File: src/rtl/conv_seq_pkg.sv
package conv_seq_pkg;
  typedef enum logic [1:0] {
    SEQ_IDLE   = 2'd0,
    SEQ_LAUNCH = 2'd1,
    SEQ_WAIT   = 2'd2
  } seq_state_t;
endpackage

File: src/rtl/conv_seq_regs.sv
module conv_seq_regs #(
  parameter int NUM_SLOTS = 16,
  parameter int CH_W      = 4,
  parameter int DATA_W    = 12,
  parameter int PTR_W     = 4
) (
  input  logic              clk,
  input  logic              rst_n,
  input  logic              slot_we,
  input  logic [PTR_W-1:0]  slot_addr,
  input  logic [CH_W-1:0]   slot_chan,
  input  logic [PTR_W-1:0]  cur_slot,
  output logic [CH_W-1:0]   cur_chan,
  input  logic              res_we,
  input  logic [DATA_W-1:0] res_data,
  input  logic [PTR_W-1:0]  rd_addr,
  output logic [DATA_W-1:0] rd_data
);
  logic [CH_W-1:0]   chan_q [NUM_SLOTS];
  logic [DATA_W-1:0] res_q  [NUM_SLOTS];

  for (genvar i = 0; i < NUM_SLOTS; i++) begin : g_slot
    logic chan_en, res_en;
    assign chan_en = slot_we && (slot_addr == PTR_W'(i));
    assign res_en  = res_we  && (cur_slot  == PTR_W'(i));

    always_ff @(posedge clk or negedge rst_n) begin
      if (!rst_n) begin
        chan_q[i] <= '0;
        res_q[i]  <= '0;
      end else begin
        if (chan_en) chan_q[i] <= slot_chan;
        if (res_en)  res_q[i]  <= res_data;
      end
    end
  end

  assign cur_chan = chan_q[cur_slot];
  assign rd_data  = res_q[rd_addr];
endmodule

File: src/rtl/conv_seq_ctrl.sv
module conv_seq_ctrl
  import conv_seq_pkg::*;
#(
  parameter int NUM_SLOTS = 16,
  parameter int PTR_W     = 4
) (
  input  logic             clk,
  input  logic             rst_n,
  input  logic             maxc_we,
  input  logic [PTR_W-1:0] maxc_val,
  input  logic             trig,
  input  logic             sw_rst,
  input  logic             adc_done,
  output logic             adc_start,
  output logic             res_we,
  output logic [PTR_W-1:0] cur_slot,
  output logic             busy,
  output logic             eos,
  output logic             trig_err
);
  localparam logic [PTR_W-1:0] LAST = PTR_W'(NUM_SLOTS - 1);

  seq_state_t       state_q, state_d;
  logic [PTR_W-1:0] ptr_q, ptr_d;
  logic [PTR_W-1:0] left_q, left_d;
  logic [PTR_W-1:0] maxc_q, maxc_d;
  logic             eos_q, eos_d;
  logic             err_q, err_d;

  always_comb begin
    state_d = state_q;
    ptr_d   = ptr_q;
    left_d  = left_q;
    maxc_d  = maxc_we ? maxc_val : maxc_q;
    eos_d   = 1'b0;
    err_d   = 1'b0;
    res_we  = 1'b0;
    if (sw_rst) begin
      state_d = SEQ_IDLE;
      ptr_d   = '0;
    end else begin
      unique case (state_q)
        SEQ_IDLE: begin
          if (trig) begin
            state_d = SEQ_LAUNCH;
            left_d  = maxc_q;
          end
        end
        SEQ_LAUNCH: begin
          err_d   = trig;
          state_d = SEQ_WAIT;
        end
        SEQ_WAIT: begin
          err_d = trig;
          if (adc_done) begin
            res_we = 1'b1;
            ptr_d  = (ptr_q == LAST) ? '0 : ptr_q + PTR_W'(1);
            if (left_q == '0) begin
              state_d = SEQ_IDLE;
              eos_d   = 1'b1;
            end else begin
              left_d  = left_q - PTR_W'(1);
              state_d = SEQ_LAUNCH;
            end
          end
        end
        default: state_d = SEQ_IDLE;
      endcase
    end
  end

  always_ff @(posedge clk or negedge rst_n) begin
    if (!rst_n) begin
      state_q <= SEQ_IDLE;
      ptr_q   <= '0;
      left_q  <= '0;
      maxc_q  <= '0;
      eos_q   <= 1'b0;
      err_q   <= 1'b0;
    end else begin
      state_q <= state_d;
      ptr_q   <= ptr_d;
      left_q  <= left_d;
      maxc_q  <= maxc_d;
      eos_q   <= eos_d;
      err_q   <= err_d;
    end
  end

  assign adc_start = (state_q == SEQ_LAUNCH);
  assign busy      = (state_q != SEQ_IDLE);
  assign cur_slot  = ptr_q;
  assign eos       = eos_q;
  assign trig_err  = err_q;
endmodule

File: src/rtl/conv_seq.sv
module conv_seq #(
  parameter int NUM_SLOTS = 16,
  parameter int CH_W      = 4,
  parameter int DATA_W    = 12,
  localparam int PTR_W    = $clog2(NUM_SLOTS)
) (
  input  logic              clk,
  input  logic              rst_n,
  input  logic              slot_we,
  input  logic [PTR_W-1:0]  slot_addr,
  input  logic [CH_W-1:0]   slot_chan,
  input  logic              maxc_we,
  input  logic [PTR_W-1:0]  maxc_val,
  input  logic              trig,
  input  logic              sw_rst,
  output logic              adc_start,
  output logic [CH_W-1:0]   adc_chan,
  input  logic              adc_done,
  input  logic [DATA_W-1:0] adc_data,
  input  logic [PTR_W-1:0]  rd_addr,
  output logic [DATA_W-1:0] rd_data,
  output logic              eos,
  output logic              trig_err
);
  logic             res_we;
  logic             busy;
  logic [PTR_W-1:0] cur_slot;

  conv_seq_ctrl #(.NUM_SLOTS(NUM_SLOTS), .PTR_W(PTR_W)) u_ctrl (
    .clk      (clk),
    .rst_n    (rst_n),
    .maxc_we  (maxc_we),
    .maxc_val (maxc_val),
    .trig     (trig),
    .sw_rst   (sw_rst),
    .adc_done (adc_done),
    .adc_start(adc_start),
    .res_we   (res_we),
    .cur_slot (cur_slot),
    .busy     (busy),
    .eos      (eos),
    .trig_err (trig_err)
  );

  conv_seq_regs #(.NUM_SLOTS(NUM_SLOTS), .CH_W(CH_W), .DATA_W(DATA_W), .PTR_W(PTR_W)) u_regs (
    .clk      (clk),
    .rst_n    (rst_n),
    .slot_we  (slot_we),
    .slot_addr(slot_addr),
    .slot_chan(slot_chan),
    .cur_slot (cur_slot),
    .cur_chan (adc_chan),
    .res_we   (res_we),
    .res_data (adc_data),
    .rd_addr  (rd_addr),
    .rd_data  (rd_data)
  );
endmodule

File: config.mk
export PLATFORM = sky130hd
export DESIGN_NAME = conv_seq
export DESIGN_NICKNAME = d
export VERILOG_FILES = /design/src/rtl/conv_seq_pkg.sv /design/src/rtl/conv_seq_regs.sv /design/src/rtl/conv_seq_ctrl.sv /design/src/rtl/conv_seq.sv
export SDC_FILE = /design/constraint.sdc
export NUM_CORES = 1
export LEC_CHECK = 0
export BUFFER_PORTS_ARGS = -buffer_cell sky130_fd_sc_hd__buf_2
export CORE_ASPECT_RATIO = 1.4
export CORE_UTILIZATION = 62
export DETAILED_ROUTE_END_ITERATION = 7
export GPL_ROUTABILITY_DRIVEN = 0
export GPL_TIMING_DRIVEN = 0
export PLACE_DENSITY = 0.88
export SYNTH_ARGS = -nofsm -noshare
export SYNTH_HDL_FRONTEND = slang
export SYNTH_SLANG_ARGS = --single-unit
File: constraint.sdc
create_clock -name clk -period 2.4 [get_ports clk]
set_input_delay 0.48 -clock clk [delete_from_list [all_inputs] [get_ports clk]]
set_output_delay 0.48 -clock clk [all_outputs]
set_load 0.03 [all_outputs]
==> results.cfg, run 1 <==
[logic_synthesis]
async_flop_share_pct = 100
ys_types = 49
ys_warn_count = 0
avgSynthCellArea_um2 = 15.5
synthFlopType = dfrtp_1
synth_cells = 820
synth_seq_cells = 272
seq_area_frac_synth_pct = 53.7
synth_edf_count = 0
syn_area_um2 = 12700
synth_fp_nets = 864

[route]
wl_per_cell_um = 24.6
finalWirelength_um = 28900
wl_met1_um = 11200
ant_nets = 0
routed_via_density = 6.45
wl_met3_um = 1130
highest_layer = met5
first_pass_iters = 5
via_count = 7571
first_iter_violations = 508
drc = 0
met2WireLength_um = 15400

[power_and_ir_drop]
power_frac_comb_pct = 13.1
leakage_nw = 7.06
vdd_drop_max_v = 0.000637
power_switching_mw = 2.72
powerDensity_nw_per_um2 = 767
p_int_mw = 8.37
p_seq_share_pct = 47.1
swShare_pct = 24.6
p_clk_share_pct = 39.7

[timing]
finalSetupViolations = 5
fmax_ghz = 0.381
report.final.slew_viol_count = 0
hold_viol_final = 26
finalSetupTns_ns = -0.797
setup_ws_ns = -0.222
relSlewSlack_pct = 50.8
worstMarginPinSlew_ns = 0.738
skew_ns = 0.0152
fin_crit_sh_pct = 109
rsz0062_at_grt = yes
fin_crit_ns = 2.62
hold_slack_ns = -0.0267

[floorplan]
ios = 54
dieHeight_um = 171
coreArea_um2 = 19900
initial_utilization_pct = 63.7
die_x_um = 123
placementRows = 61
dieArea_um2 = 21000

[run_status]
status = complete, but fails checks
violations = negative hold slack, negative setup slack

[clock_tree]
cts_sinks = 272
cts_root_buffer = clkbuf_16
cts_buffers = 26
max-clock-path-buffers = 3
cts_max_level = 1
cts_tree = built
clk-insertion-delay-late_ns = 0.53
clk_pin_slew_ns = 0.06

[grt]
antenna_found_initial = 1
grt_pass1_vias = 8187
track_usage_pct = 29.1
grt_pass1_wl_um = 45500
grt_max_degree = 109
grt-ovfl-total = 0

[critical_path]
crit_fanout = 10
criticalPathCategory = reg2out
crit_arrival_ns = 2.14
cp-end-kind = primary output
required_ns = 1.92
start_kind = register

[run]
cap_violations = 0

[cells_and_area]
nets = 946
final_cell_area_um2 = 14500
drive_gt1_share_pct = 33.8
nFillCells = 1181
final_util_pct = 72.6
layout_common_cells = dfrtp_1 (271), mux2_1 (176), mux2_2 (84)
antenna_cells = 0
final_common_cell = dfrtp_1
syn_to_final_growth_pct = 14.1
final_cell_count_no_fill = 1174

[placed_design]
dpl_cell_area_um2 = 13300
io_buffers = 50
placedCellCount = 1124
hpwl_um = 18800

[min_path]
hold_class = in2async
stage by stage:
step / setup slack, ns / power [mW]
2_1_floorplan: 0.254 / 6.21
3_3_place_gp: -3.98 / 6.58
3_5_place_dp: -0.143 / 6.67
4_1_cts: -0.208 / 11.1
5_1_grt: -0.269 / 11.5
6_report: -0.222 / 11.1
what timing repair did:
| action | in CTS | in global routing |
|---|---|---|
| hold buffers | 0 | 0 |
| buffers inserted | 1 | 0 |
| endpoints found under the hold margin | 0 | 0 |
| pin swaps | 7 | 7 |
| setup endpoints to repair | 16 | 17 |
| gates cloned | 0 | 1 |
| resized for setup | 44 | 17 |
flip-flops by register name (all words and copies together) (netlist names):
| name | cells |
|---|---|
| u_regs.res_q | 192 |
| u_ctrl.state_q | 2 |
| u_ctrl.trig_err | 1 |
| u_ctrl.eos | 1 |
| u_ctrl.left_q | 4 |
| u_regs.chan_q | 64 |
| u_ctrl.maxc_q | 4 |
| u_ctrl.cur_slot | 4 |
path summary, 6_finish.rpt:
path                                          from           endpoint  slack, ns  cells after the start
worst min register to register    u_regs.res_q[20]   u_regs.res_q[20]       0.48                      1
min in group clk                       maxc_val[1]   u_ctrl.maxc_q[1]       0.18                      2
max in group asynchronous                    rst_n  u_regs.chan_q[60]       1.41                      2
worst max-delay path            u_ctrl.cur_slot[0]        adc_chan[1]      -0.22                      5
worst max register to register  u_ctrl.cur_slot[1]  u_regs.res_q[127]       0.11                      7
worst min-delay path                         rst_n  u_regs.res_q[150]      -0.03                      1
worst max-delay path, stage by stage (launching register included):
cell,delay [ns]
dfrtp_2,0.42
buf_12,0.16
mux4_2,0.52
a22oi_2,0.23
nand2_1,0.12
buf_6,0.16
logic make-up (layout without fill, tap and decap cells):
logic type,count (synthesis),after routing,share of synthesized area [%]
multiplexers,324,324,34.8
XOR/XNOR,1,1,0.0691
adder cells (fa/ha/maj),9,9,0.888
AO/OA/AOI/OAI,53,53,3.08
AND/OR/NAND/NOR,98,98,4.45
flip-flops,272,272,53.7
buffers and inverters,63,165,3.03
per-layer routing:
layer,up-vias,track usage [%]
met3,76,3.15
met1,4016,35.7
met2,236,52.0
li1,3241,-
met4,2,12.4
met5,-,0
power by group through the flow:
stage	Sequential, mW	Clock (mW)	Combinational (mW)
floorplan	5.22	0	0.989
global placement	5.27	0	1.31
detailed placement	5.29	0	1.38
CTS	5.22	4.44	1.46
global route	5.28	4.60	1.58
finish	5.23	4.41	1.46
synthesized netlist by cell type (4+ instances only):
library cell	number	area share, %
mux2_2	84	7.5
mux2_1	176	16
mux4_1	12	2.5
mux4_2	50	8.9
nor2_1	29	0.86
inv_1	7	0.21
dfrtp_1	272	54
clkbuf_1	17	0.50
nand3_1	4	0.16
nand2b_1	7	0.35
nor3_2	4	0.32
ha_1	9	0.89
nand2_1	23	0.68
buf_4	20	1.2
nor2b_1	7	0.35
buf_2	11	0.43
a21oi_1	6	0.24
a22oi_1	32	1.9
area by class of cell:
cell class | instances | area [um^2] | area share (%)
Sequential cell | 272 | 6810 | 47.0
Multi-Input combinational cell | 485 | 5580 | 38.5
Clock buffer | 37 | 803 | 5.55
Buffer | 56 | 403 | 2.78
Timing Repair Buffer | 54 | 400 | 2.77
Tap cell | 252 | 315 | 2.18
Clock inverter | 11 | 139 | 0.960
Inverter | 7 | 26.3 | 0.182
Note: power is estimated with default switching activity, not from simulation.
==> run 2, diff against run 1 <==
--- a/config.mk
+++ b/config.mk
@@ -6,8 +6,10 @@
 export NUM_CORES = 1
 export LEC_CHECK = 0
 export BUFFER_PORTS_ARGS = -buffer_cell sky130_fd_sc_hd__buf_2
+export CELL_PAD_IN_SITES_DETAIL_PLACEMENT = 1
+export CELL_PAD_IN_SITES_GLOBAL_PLACEMENT = 2
 export CORE_ASPECT_RATIO = 1.4
-export CORE_UTILIZATION = 62
+export CORE_UTILIZATION = 46
 export DETAILED_ROUTE_END_ITERATION = 7
 export GPL_ROUTABILITY_DRIVEN = 0
 export GPL_TIMING_DRIVEN = 0
==> results.cfg, run 2 (synthesized netlist as in run 1, its figures left out) <==
[cells_and_area]
final_cell_area_um2 = 14700
layout_common_cells = dfrtp_1 (271), mux2_1 (176), mux2_2 (84)
largest_reg_flops = 192
final_common_cell = dfrtp_1
syn_to_final_growth_pct = 15.7
nFillCells = 2573
largestRegisters = u_regs.res_q x192, u_regs.chan_q x64
largest_register = u_regs.res_q
nets = 950
drive_gt1_share_pct = 34.8

[critical_path]
r2r_start = u_ctrl.state_q[0]
critPathMaxStageDelay_ns = 0.51
criticalPathCategory = reg2out
ff2ff_path_depth = 7
crit_arrival_ns = 2.16
r2r_end = u_regs.res_q[172]
crit_fanout = 10
path_cells = buf_12, mux4_2, a22oi_2, nand2_1, buf_2
required_ns = 1.92
reg2reg_slack_ns = 0.08
start_kind = register
cpMaxStageDelayCell = mux4_2
cp-end-kind = primary output

[timing]
setup_ws_ns = -0.243
rsz0062_at_grt = yes
worstMarginPinSlew_ns = 0.637
finalSetupTns_ns = -1.02
fmax_ghz = 0.378
fin_crit_sh_pct = 110
fin_crit_ns = 2.64
relSlewSlack_pct = 57.5
skew_ns = 0.0107
hold_viol_final = 0
finalSetupViolations = 6
report.final.slew_viol_count = 0

[power_and_ir_drop]
p_seq_share_pct = 46.9
power_switching_mw = 2.83
powerDensity_nw_per_um2 = 761
p_int_mw = 8.35
leakage_nw = 7.06
p_clk_share_pct = 39.8
swShare_pct = 25.3
power_frac_comb_pct = 13.3
vdd_drop_max_v = 0.000522

[grt]
grt_pass1_wl_um = 50900
grt_pass1_vias = 8701
track_usage_pct = 24.2
grt_max_degree = 124
antenna_found_initial = 0
grt-ovfl-total = 0

[min_path]
hold_class = in2reg
min_path_cells = 3
hold-path-endpoint = u_ctrl.trig_err
min_from = trig

[floorplan]
coreArea_um2 = 27000
placementRows = 71
dieHeight_um = 198
ios = 54
dieArea_um2 = 28300
die_x_um = 142
initial_utilization_pct = 47.0

[clock_tree]
cts_max_level = 1
max-clock-path-buffers = 3
clk-insertion-delay-late_ns = 0.55
cts_tree = built
clk_pin_slew_ns = 0.06
cts_root_buffer = clkbuf_16
cts_buffers = 28
cts_sinks = 272

[route]
first_iter_violations = 276
via_count = 7418
ant_nets = 0
wl_per_cell_um = 24.6
first_pass_iters = 4
routed_via_density = 5.74
finalWirelength_um = 31800
drc = 0

[run]
cap_violations = 0

[run_status]
violations = negative setup slack
status = complete, but fails checks

[placed_design]
dpl_cell_area_um2 = 13500
io_buffers = 50
pre_cts_slack_ns = -0.200
hpwl_um = 21100
[run 2: cell types whose count changed in the layout (fill, tap and decap cells not counted), moves of 2 or more]
cell / delta
buf_2: -2
a22oi_1: -7
buf_6: +7
nand2_1: -7
nand2_2: +7
buf_4: -4
a22oi_2: +7
clkbuf_1: +6
clkbuf_8: -6
[run 2: how the worst max path moves through the flow]
stage | to | startpoint | slack, ns | cells past startpoint
after floorplan | rd_data[7] | rd_addr[0] | 0.25 | 4
after global placement | u_regs.chan_q[43] | rst_n | -4.17 | 1
after detailed placement | rd_data[0] | rd_addr[0] | -0.20 | 5
after CTS | adc_chan[1] | u_ctrl.cur_slot[0] | -0.26 | 5
after global routing | adc_chan[1] | u_ctrl.cur_slot[0] | -0.32 | 5
final | adc_chan[1] | u_ctrl.cur_slot[0] | -0.24 | 5
[run 2: cell type report]
class	instances	area, um^2	share of cell area, %
antenna	1	2.50	0.0170
buffer	56	403	2.74
clock buffer	39	793	5.40
clock inverter	11	135	0.920
inverter	7	26.3	0.179
multi-input combinational	485	5630	38.3
sequential	272	6810	46.4
tap	365	457	3.11
timing repair buffer	56	432	2.94
[run 2: per-layer routing]
layer	global-route usage, %	vias to the layer above	part of all wire [%]
li1	-	3237	-
met1	28.9	4003	40
met2	44.9	131	55
met3	2.77	47	3.2
met4	7.85	0	2.4
met5	0	-	0
[run 2: metrics by stage]
step / hold slack [ns] / std cells / power, mW / utilization, %
3_5_place_dp: 0.441 / 1237 / 6.74 / 49.8
3_3_place_gp: 0.458 / 1235 / 6.64 / 49.6
5_1_grt: 0.144 / 1291 / 11.6 / 54.4
6_report: 0.159 / 1292 / 11.2 / 54.4
2_1_floorplan: 0.184 / 820 / 6.21 / -
4_1_cts: 0.139 / 1291 / 11.3 / 54.1
[run 2: power by group through the flow]
stage               logic, mW  clock network, mW  registers (mW)
global placement         1.36                  0            5.28
detailed placement       1.43                  0            5.32
global route             1.63               4.71            5.29
floorplan               0.989                  0            5.22
finish                   1.49               4.45            5.24
CTS                      1.51               4.56            5.24
[run 2: worst max-delay path, delay by kind of cell (launching register included)]
family	cells	cell delay, ns
buffers and inverters	2	0.36
multiplexers	1	0.51
AO/OA/AOI/OAI	1	0.21
flip-flops	1	0.42
AND/OR/NAND/NOR	1	0.12
[run 2: what timing repair did]
action                     4_1_cts  5_1_grt
hold buffers                     1        0
pin swaps                       20        8
hold endpoints to repair        56        0
gates resized for setup         63       16
buffers inserted                 3        0
setup endpoints to repair       16       26
